$ cat src/rtl/ivt_pkg.sv
package ivt_pkg;
  localparam int AW = 3;

  typedef enum logic [1:0] {
    OP_STOP = 2'd0,
    OP_LOAD = 2'd1,
    OP_RUN  = 2'd2,
    OP_KEEP = 2'd3
  } ivt_op_e;

  typedef enum logic [1:0] {
    SEL_FULL = 2'd0,
    SEL_SLOW = 2'd1,
    SEL_RSV2 = 2'd2,
    SEL_RSV3 = 2'd3
  } ivt_sel_e;

  localparam logic [AW-1:0] A_DIV    = 3'd0;
  localparam logic [AW-1:0] A_CTRL   = 3'd1;
  localparam logic [AW-1:0] A_COUNT  = 3'd2;
  localparam logic [AW-1:0] A_MASK   = 3'd3;
  localparam logic [AW-1:0] A_STATUS = 3'd4;
  localparam logic [AW-1:0] A_ACK    = 3'd5;
  localparam logic [AW-1:0] A_TIME   = 3'd6;
endpackage

$ cat src/rtl/ivt_regs.sv
module ivt_regs
  import ivt_pkg::*;
#(
  parameter int DW = 32
) (
  input  logic          clk,
  input  logic          rst_n,
  input  logic          bus_valid,
  input  logic          bus_write,
  input  logic [AW-1:0] bus_addr,
  input  logic [DW-1:0] bus_wdata,
  output logic [DW-1:0] divider_q,
  output logic          mask_q,
  output ivt_sel_e      sel_q,
  output logic          load_hit,
  output logic          run_hit,
  output logic          stop_hit,
  output logic          ack_hit
);
  logic    wr_en;
  logic    ctrl_wr;
  ivt_op_e op_w;

  assign wr_en    = bus_valid && bus_write;
  assign ctrl_wr  = wr_en && (bus_addr == A_CTRL);
  assign op_w     = ivt_op_e'(bus_wdata[1:0]);
  assign load_hit = ctrl_wr && (op_w == OP_LOAD);
  assign run_hit  = ctrl_wr && (op_w == OP_RUN);
  assign stop_hit = ctrl_wr && (op_w == OP_STOP);
  assign ack_hit  = wr_en && (bus_addr == A_ACK) && bus_wdata[0];

  always_ff @(posedge clk) begin
    if (!rst_n) begin
      divider_q <= '0;
      mask_q    <= 1'b0;
      sel_q     <= SEL_FULL;
    end else begin
      if (wr_en && bus_addr == A_DIV)  divider_q <= bus_wdata;
      if (wr_en && bus_addr == A_MASK) mask_q    <= bus_wdata[0];
      if (ctrl_wr)                     sel_q     <= ivt_sel_e'(bus_wdata[3:2]);
    end
  end
endmodule

$ cat src/rtl/ivt_down.sv
module ivt_down
  import ivt_pkg::*;
#(
  parameter int DW      = 32,
  parameter int PRE_DIV = 8
) (
  input  logic          clk,
  input  logic          rst_n,
  input  logic [DW-1:0] divider,
  input  ivt_sel_e      sel,
  input  logic          load_hit,
  input  logic          run_hit,
  input  logic          stop_hit,
  input  logic          ack_hit,
  output logic [DW-1:0] count,
  output logic          running,
  output logic          tick,
  output logic          reload_ev,
  output logic          raw_pend
);
  localparam int PW = (PRE_DIV > 1) ? $clog2(PRE_DIV) : 1;

  logic slow_stb;

  function automatic logic [DW-1:0] step_count(input logic [DW-1:0] cur,
                                               input logic [DW-1:0] rld);
    return (cur <= DW'(1)) ? rld : cur - DW'(1);
  endfunction

  generate
    if (PRE_DIV > 1) begin : g_pre
      logic [PW-1:0] pre_cnt;
      always_ff @(posedge clk) begin
        if (!rst_n)                          pre_cnt <= '0;
        else if (pre_cnt == PW'(PRE_DIV - 1)) pre_cnt <= '0;
        else                                  pre_cnt <= pre_cnt + PW'(1);
      end
      assign slow_stb = (pre_cnt == PW'(PRE_DIV - 1));
    end else begin : g_nopre
      assign slow_stb = 1'b1;
    end
  endgenerate

  always_comb begin
    unique case (sel)
      SEL_FULL: tick = running;
      SEL_SLOW: tick = running && slow_stb;
      default:  tick = 1'b0;
    endcase
  end

  assign reload_ev = tick && !load_hit && (count <= DW'(1));

  always_ff @(posedge clk) begin
    if (!rst_n) begin
      count    <= '0;
      running  <= 1'b0;
      raw_pend <= 1'b0;
    end else begin
      if (load_hit)  count <= divider;
      else if (tick) count <= step_count(count, divider);
      if (load_hit || stop_hit) running <= 1'b0;
      else if (run_hit)         running <= 1'b1;
      raw_pend <= reload_ev || (raw_pend && !ack_hit);
    end
  end
endmodule

$ cat src/rtl/ivt_freerun.sv
module ivt_freerun #(
  parameter int DW = 32
) (
  input  logic          clk,
  input  logic          rst_n,
  output logic [DW-1:0] time_cnt
);
  always_ff @(posedge clk) begin
    if (!rst_n) time_cnt <= '0;
    else        time_cnt <= time_cnt + DW'(1);
  end
endmodule

$ cat src/rtl/ivtimer.sv
module ivtimer
  import ivt_pkg::*;
#(
  parameter int DW      = 32,
  parameter int PRE_DIV = 8
) (
  input  logic          clk,
  input  logic          rst_n,
  input  logic          bus_valid,
  input  logic          bus_write,
  input  logic [2:0]    bus_addr,
  input  logic [DW-1:0] bus_wdata,
  output logic [DW-1:0] bus_rdata,
  output logic          irq_o
);
  logic [DW-1:0] divider_q;
  logic          mask_q;
  ivt_sel_e      sel_q;
  logic          load_hit, run_hit, stop_hit, ack_hit;
  logic [DW-1:0] count;
  logic          running, tick, reload_ev, raw_pend;
  logic [DW-1:0] time_cnt;

  ivt_regs #(.DW(DW)) regs_i (
    .clk(clk), .rst_n(rst_n), .bus_valid(bus_valid), .bus_write(bus_write),
    .bus_addr(bus_addr), .bus_wdata(bus_wdata), .divider_q(divider_q),
    .mask_q(mask_q), .sel_q(sel_q), .load_hit(load_hit), .run_hit(run_hit),
    .stop_hit(stop_hit), .ack_hit(ack_hit)
  );

  ivt_down #(.DW(DW), .PRE_DIV(PRE_DIV)) down_i (
    .clk(clk), .rst_n(rst_n), .divider(divider_q), .sel(sel_q),
    .load_hit(load_hit), .run_hit(run_hit), .stop_hit(stop_hit),
    .ack_hit(ack_hit), .count(count), .running(running), .tick(tick),
    .reload_ev(reload_ev), .raw_pend(raw_pend)
  );

  ivt_freerun #(.DW(DW)) free_i (
    .clk(clk), .rst_n(rst_n), .time_cnt(time_cnt)
  );

  assign irq_o = raw_pend && mask_q;

  always_comb begin
    bus_rdata = '0;
    unique case (bus_addr)
      A_DIV:    bus_rdata = divider_q;
      A_CTRL:   bus_rdata = {{(DW-4){1'b0}}, sel_q, 1'b0, running};
      A_COUNT:  bus_rdata = count;
      A_MASK:   bus_rdata = {{(DW-1){1'b0}}, mask_q};
      A_STATUS: bus_rdata = {{(DW-1){1'b0}}, irq_o};
      A_TIME:   bus_rdata = time_cnt;
      default:  bus_rdata = '0;
    endcase
  end
endmodule

$ cat config.mk
export PLATFORM = sky130hd
export DESIGN_NAME = ivtimer
export DESIGN_NICKNAME = d
export VERILOG_FILES = /design/src/rtl/ivt_pkg.sv /design/src/rtl/ivt_regs.sv /design/src/rtl/ivt_down.sv /design/src/rtl/ivt_freerun.sv /design/src/rtl/ivtimer.sv
export SDC_FILE = /design/constraint.sdc
export NUM_CORES = 1
export LEC_CHECK = 0
export BUFFER_PORTS_ARGS = -buffer_cell sky130_fd_sc_hd__buf_2
export CELL_PAD_IN_SITES_DETAIL_PLACEMENT = 1
export CELL_PAD_IN_SITES_GLOBAL_PLACEMENT = 2
export CORE_MARGIN = 3
export CORE_UTILIZATION = 35
export CTS_BUF_LIST = sky130_fd_sc_hd__clkbuf_8
export DETAILED_ROUTE_END_ITERATION = 8
export PLACE_DENSITY_LB_ADDON = 0.1
export SLEW_MARGIN = 20
export SYNTH_ARGS = -nofsm -noshare
export SYNTH_HDL_FRONTEND = slang
export SYNTH_SLANG_ARGS = --single-unit
$ cat constraint.sdc
create_clock -name clk -period 4.7 [get_ports clk]
set_clock_uncertainty 0.05 [all_clocks]
set_input_delay 0.94 -clock clk [delete_from_list [all_inputs] [get_ports clk]]
set_output_delay 0.94 -clock clk [all_outputs]
set_load 0.02 [all_outputs]
After elaboration in Yosys (flattened, before gate mapping) --
Cells that the tools add are included.
Word-level totals: word-level logic and storage cells 52, input bits 39, register bits after elaboration 104, output and inout bits 33
Cells by class: $add $sub $neg 3, $lt $le $gt $ge 1, bitwise operators 1, mux-type cells 5, equality and inequality tests 10, reduce and logical (&&, ||, !) cells 24
Operators by type and width (count):
- 32-bit one-hot mux with 6 select lines | 1
- 32-bit 2-to-1 mux | 3
- 32-bit by 1-bit adder with 32-bit output, second input constant | 1
- 32-bit by 1-bit less-or-equal comparator with 1-bit output, second input constant | 1
- 32-bit by 1-bit subtractor with 32-bit output, second input constant | 1
- 1-bit logical AND | 14
- 3-bit equality test, second input constant | 4
- 3-bit by 2-bit equality test with 1-bit output, second input constant | 2
- 2-bit by 1-bit equality test with 1-bit output, second input constant | 2
- 2-bit logical NOT | 2
- 2-bit OR reduction | 2
- 3-bit by 1-bit adder with 3-bit output, second input constant | 1
- 3-bit by 1-bit equality test with 1-bit output, second input constant | 1
- 3-bit logical NOT | 1
- 2-bit equality test, second input constant | 1
- 1-bit logical NOT | 2
- 1-bit logical OR | 2
- 1-bit one-hot mux with 2 select lines | 1
- 2-bit nonzero test | 1
- 1-bit inverter | 1

Logic depth before layout (Yosys ltp) --
word-level depth 7, gate-level depth with buffers 9, depth with buffers taken out 8

By module --
A second synthesis with hierarchy kept.
Unflattened totals: cells, all modules 749, area total of the unflattened synthesis 6200.9 µm²
By module, submodules not included:
- ivt_down | instances 1, sequential area each 740.7 µm², cells each 306, area each 2441.1 µm²
- ivt_freerun | instances 1, sequential area each 640.6 µm², cells each 168, area each 1466.4 µm²
- ivt_regs | instances 1, sequential area each 700.7 µm², cells each 158, area each 1442.6 µm²
- ivtimer | instances 1, sequential area each 0.0 µm², cells each 117, area each 850.8 µm²

Least setup slack after synthesis --
OpenSTA, ideal clock, no wires.
kind input to output, start point input port bus_addr[2], end point output port bus_rdata[20], buffers on the path 3, arrival time 2196 ps, required time 3710 ps, setup slack 1514 ps, stages 5, cell sequence clkbuf_1 -> buf_1 -> clkbuf_1 -> a31oi_1 -> nor2_1
On the way: longest elaborated chain between the ends 2, elaborated cells between the ends (all ways) 7, classes of those cells eq/ne: 5; mux: 1; reduce/logical: 1
RTL lines:
- start, declared | RTL line ivtimer.sv:11 | input logic [2:0] bus_addr,
- 3-bit equality test (tied with other cells) | RTL line ivtimer.sv:46 | unique case (bus_addr)
- 32-bit one-hot mux with 6 select lines * | RTL line ivtimer.sv:46
- end, declared | RTL line ivtimer.sv:13 | output logic [DW-1:0] bus_rdata,
Every way passes the cells marked *; elsewhere a longest branch is shown, timed or not.

Final worst setup path --
start point input port bus_addr[1], end point output port bus_rdata[12]
Same word-level chain as after synthesis.

==> out/summary.txt <==
Outcome - complete, no violations
CTS Root Cell - sky130_fd_sc_hd__clkbuf_8
Critical Path AT - 2.58 ns
Share of post-route cells with drive strength above 1 - 15.10%
Max Fanout on Critical Path - 54
Final period util - 75.98%
CTS Hold Buffers Added - 0
Met2 layer usage reported by global route - 38.66%
Share of cell area taken by muxes after synthesis - 8.144%
Die span in x - 135.7 µm
Clock tree from TritonCTS - done
Number of synthesized register bits - 104
Kind of start point of the critical path - input pin
Predominant post-synthesis flop cell - sky130_fd_sc_hd__dfxtp_1
Antenna diodes - 0
Met3 demand-to-capacity share in global routing - 4.086%
Maximum count of clock buffers along a single path - 2
Minimum setup slack in the final design - 1.129 ns
Number of maximum-capacitance constraint violations - 0
Total GRT Usage - 23.46%
Number of ports placed on the die boundary - 72
Worst vdd ir - 0.1324 mV
Final Net Count - 847
Worst hold path cell count - 1
Slew at the pin with the worst max-slew slack - 1.010 ns
Endpoint kind of the worst setup timing path - output pin
Core ar. - 16170 µm²
Timing-limited maximum frequency - 280.0 MHz
Final-report hold violation count - 0
Power after layout - 2.016 mW
Xor and xnor area share after synthesis - 3.721%
Pin count of the biggest net entering global routing - 55
Clk_lat worst skew - 0.40 ns
Most frequently used cell type in the post-synthesis netlist - sky130_fd_sc_hd__nor2_1
Number of global-route vias before repair - 5978
Area leader, netlist - sky130_fd_sc_hd__dfxtp_1
Fraction of the mapped netlist area in adder cells - 1.063%
Combined area of all synthesized cells - 5884 µm²
Number of vias after detailed routing - 5978
Met1 GRT Util - 30.24%
Crit path kind - input pin to output pin
Final Critical Period - 3.571 ns
Setup total negative slack - 0 ns
Setup repair after global routing missed its margin - false
Wire length of the first global-routing pass - 33700 µm
Capture point of the worst reg-to-reg path - down_i.count[2]
HPWL reported at the end of detailed placement - 15640 µm
Async set-reset flop share out of synthesis - 0%
Setup slack on the worst flop-to-flop path - 1.75 ns
Antenna violations before repair - 0
Slew HR - 32.58%
Buffers inserted by post-CTS timing repair - 0
Class of the tightest hold or removal check - flop to flop
Antenna viol nets, final - 0
Clock H-tree levels - 3
Drt first-iter violations - 364
Initial cell density of the core - 36.38%
Launch instance of the worst register-to-register path - down_i.g_pre.pre_cnt[0]
Num CTS Buffers - 9
YS warnings - 0
DR DRC count - 0
IO buf count - 71
Via/cell ratio - 5.838
Power density over cell area - 305.9 nW/µm²
Compound-Gate Fraction of Synth Area - 17.73%
Post-Synthesis Mean Instance Area - 7.712 µm²
Cells taking the most area after synthesis - sky130_fd_sc_hd__dfxtp_1 35%, sky130_fd_sc_hd__nor2_1 7.0%, sky130_fd_sc_hd__mux2i_1 6.8%, sky130_fd_sc_hd__nand2_1 6.8%, sky130_fd_sc_hd__a21oi_1 4.6%
Cell count after synthesis - 763
Number of cells on the worst reg-to-reg path - 7
Net Count, Synth - 807
Clock transition at the register clock pins on the worst setup and hold paths after CTS - 0.10 ns
Average routed wire per standard cell - 21.03 µm
Leakage - 2.587 nW
Worst slack at placement - 1.119 ns
Clock sinks - 104
Simple-gate share of the synthesized area - 30.17%
Height of the die - 135.7 µm
Die Footprint - 18410 µm²
Hold Path End - down_i.g_pre.pre_cnt[0]
Count of distinct cell types in the synthesized netlist - 63
Final setup violation count - 0
Most congested layer reported by global routing - met2
Global placement routability congestion - 0.9091
Synth cell count leaders - 110 x sky130_fd_sc_hd__nor2_1, 106 x sky130_fd_sc_hd__nand2_1, 104 x sky130_fd_sc_hd__dfxtp_1
Number of core rows - 46
Sum of routed wire length over all layers - 21540 µm
Required arrival time at the worst endpoint - 3.71 ns
Sequential fraction of the synthesis area - 35.38%
Area growth syn-to-layout - 11.99%
Max-slew violations - 0
Number of optimization iterations in the first detailed-route pass - 5
Number of enable-type register cells in the synthesized netlist - 0
Combinational family with the most area after synthesis - simple AND/OR/NAND/NOR gates
Post-CTS sizing - 0
Congestion Overflow GR - 0
Area share of the largest cell type after synthesis - 35.38%
Hold path startpoint - down_i.g_pre.pre_cnt[0]
[routing by layer]
layer,wire [µm],up-vias,part of all wire [%]
met1,9693,2955,45
met5,0,-,0
met3,923,43,4.3
li1,-,2833,-
met2,10110,147,47
met4,805,0,3.7
[final cells by class]
cell class              count  area [µm²]
flip-flops and latches    104        2082
inverters                   4       15.01
clock buffers               9       123.9
clock inverters             7       62.56
well taps                 216       270.3
fillers                  2017        9583
repair buffers             82       450.4
multi-input cells         602        3586
[per-stage QoR]
step           hold slack [ns]  cell area (µm²)  cells  utilization, %
4_1_cts                 0.3931             6590   1024           40.75
5_1_grt                 0.4040             6590   1024           40.75
2_1_floorplan           0.3543             5884    763               -
6_report                0.3915             6590   1024           40.75
3_3_place_gp            0.3640             6404   1008           39.59
3_5_place_dp            0.3781             6404   1008           39.59
[sequential cells by signal, indices dropped and copies added, names as in the netlist]
signal                count
free_i.time_cnt          32
down_i.g_pre.pre_cnt      3
down_i.count             32
regs_i.divider_q         32
down_i.raw_pend           1
regs_i.sel_q              2
down_i.running            1
regs_i.mask_q             1
[cell usage in the layout (no fill, tap or decap), types with 5 or more instances in the layout]
master and count:
sky130_fd_sc_hd__a21oi_1 54, sky130_fd_sc_hd__a22oi_1 6, sky130_fd_sc_hd__a31oi_1 35, sky130_fd_sc_hd__and2_1 8, sky130_fd_sc_hd__and4_1 7, sky130_fd_sc_hd__buf_2 71
sky130_fd_sc_hd__buf_4 10, sky130_fd_sc_hd__clkbuf_8 9, sky130_fd_sc_hd__dfxtp_1 104, sky130_fd_sc_hd__ha_1 5, sky130_fd_sc_hd__mux2_2 7, sky130_fd_sc_hd__mux2i_1 40
sky130_fd_sc_hd__nand2_1 106, sky130_fd_sc_hd__nand3_1 35, sky130_fd_sc_hd__nand4_1 14, sky130_fd_sc_hd__nor2_1 110, sky130_fd_sc_hd__nor3_1 17, sky130_fd_sc_hd__nor4_1 14
sky130_fd_sc_hd__o2111ai_1 6, sky130_fd_sc_hd__o21ai_0 24, sky130_fd_sc_hd__o221ai_1 5, sky130_fd_sc_hd__or3_1 14, sky130_fd_sc_hd__xnor2_1 7, sky130_fd_sc_hd__xor2_1 18
[cell families after synthesis]
logic type,after synthesis
AO/OA/AOI/OAI,165
XOR/XNOR,25
adder cells (fa/ha/maj),5
buffers and inverters,57
flip-flops,104
multiplexers,47
AND/OR/NAND/NOR,360
[worst max-delay path, stage by stage]
cell and delay [ns]:
sky130_fd_sc_hd__buf_2 0.42, sky130_fd_sc_hd__buf_12 0.36, sky130_fd_sc_hd__mux2i_1 0.36, sky130_fd_sc_hd__nor2_1 0.08
sky130_fd_sc_hd__a31oi_1 0.16, sky130_fd_sc_hd__nor2_1 0.05, sky130_fd_sc_hd__buf_2 0.18
[where the power goes]
part / leakage, nW / switching, mW / internal (mW)
sequential: 0.840 / 0.0266 / 0.899
combinational: 1.65 / 0.339 / 0.180
clock: 0.0980 / 0.366 / 0.205
total: 2.59 / 0.732 / 1.28
[worst max path at each step]
stage               slack, ns   startpoint       endpoint  depth (start not counted)
finish                   1.13  bus_addr[1]  bus_rdata[12]                          7
global route             1.04  bus_addr[1]   bus_rdata[7]                          7
global placement         1.15  bus_addr[1]   bus_rdata[7]                          7
detailed placement       1.12  bus_addr[1]   bus_rdata[7]                          7
floorplan                1.51  bus_addr[2]  bus_rdata[20]                          5
CTS                      1.12  bus_addr[1]   bus_rdata[7]                          7
No activity file was read; power rests on OpenSTA's default activity.
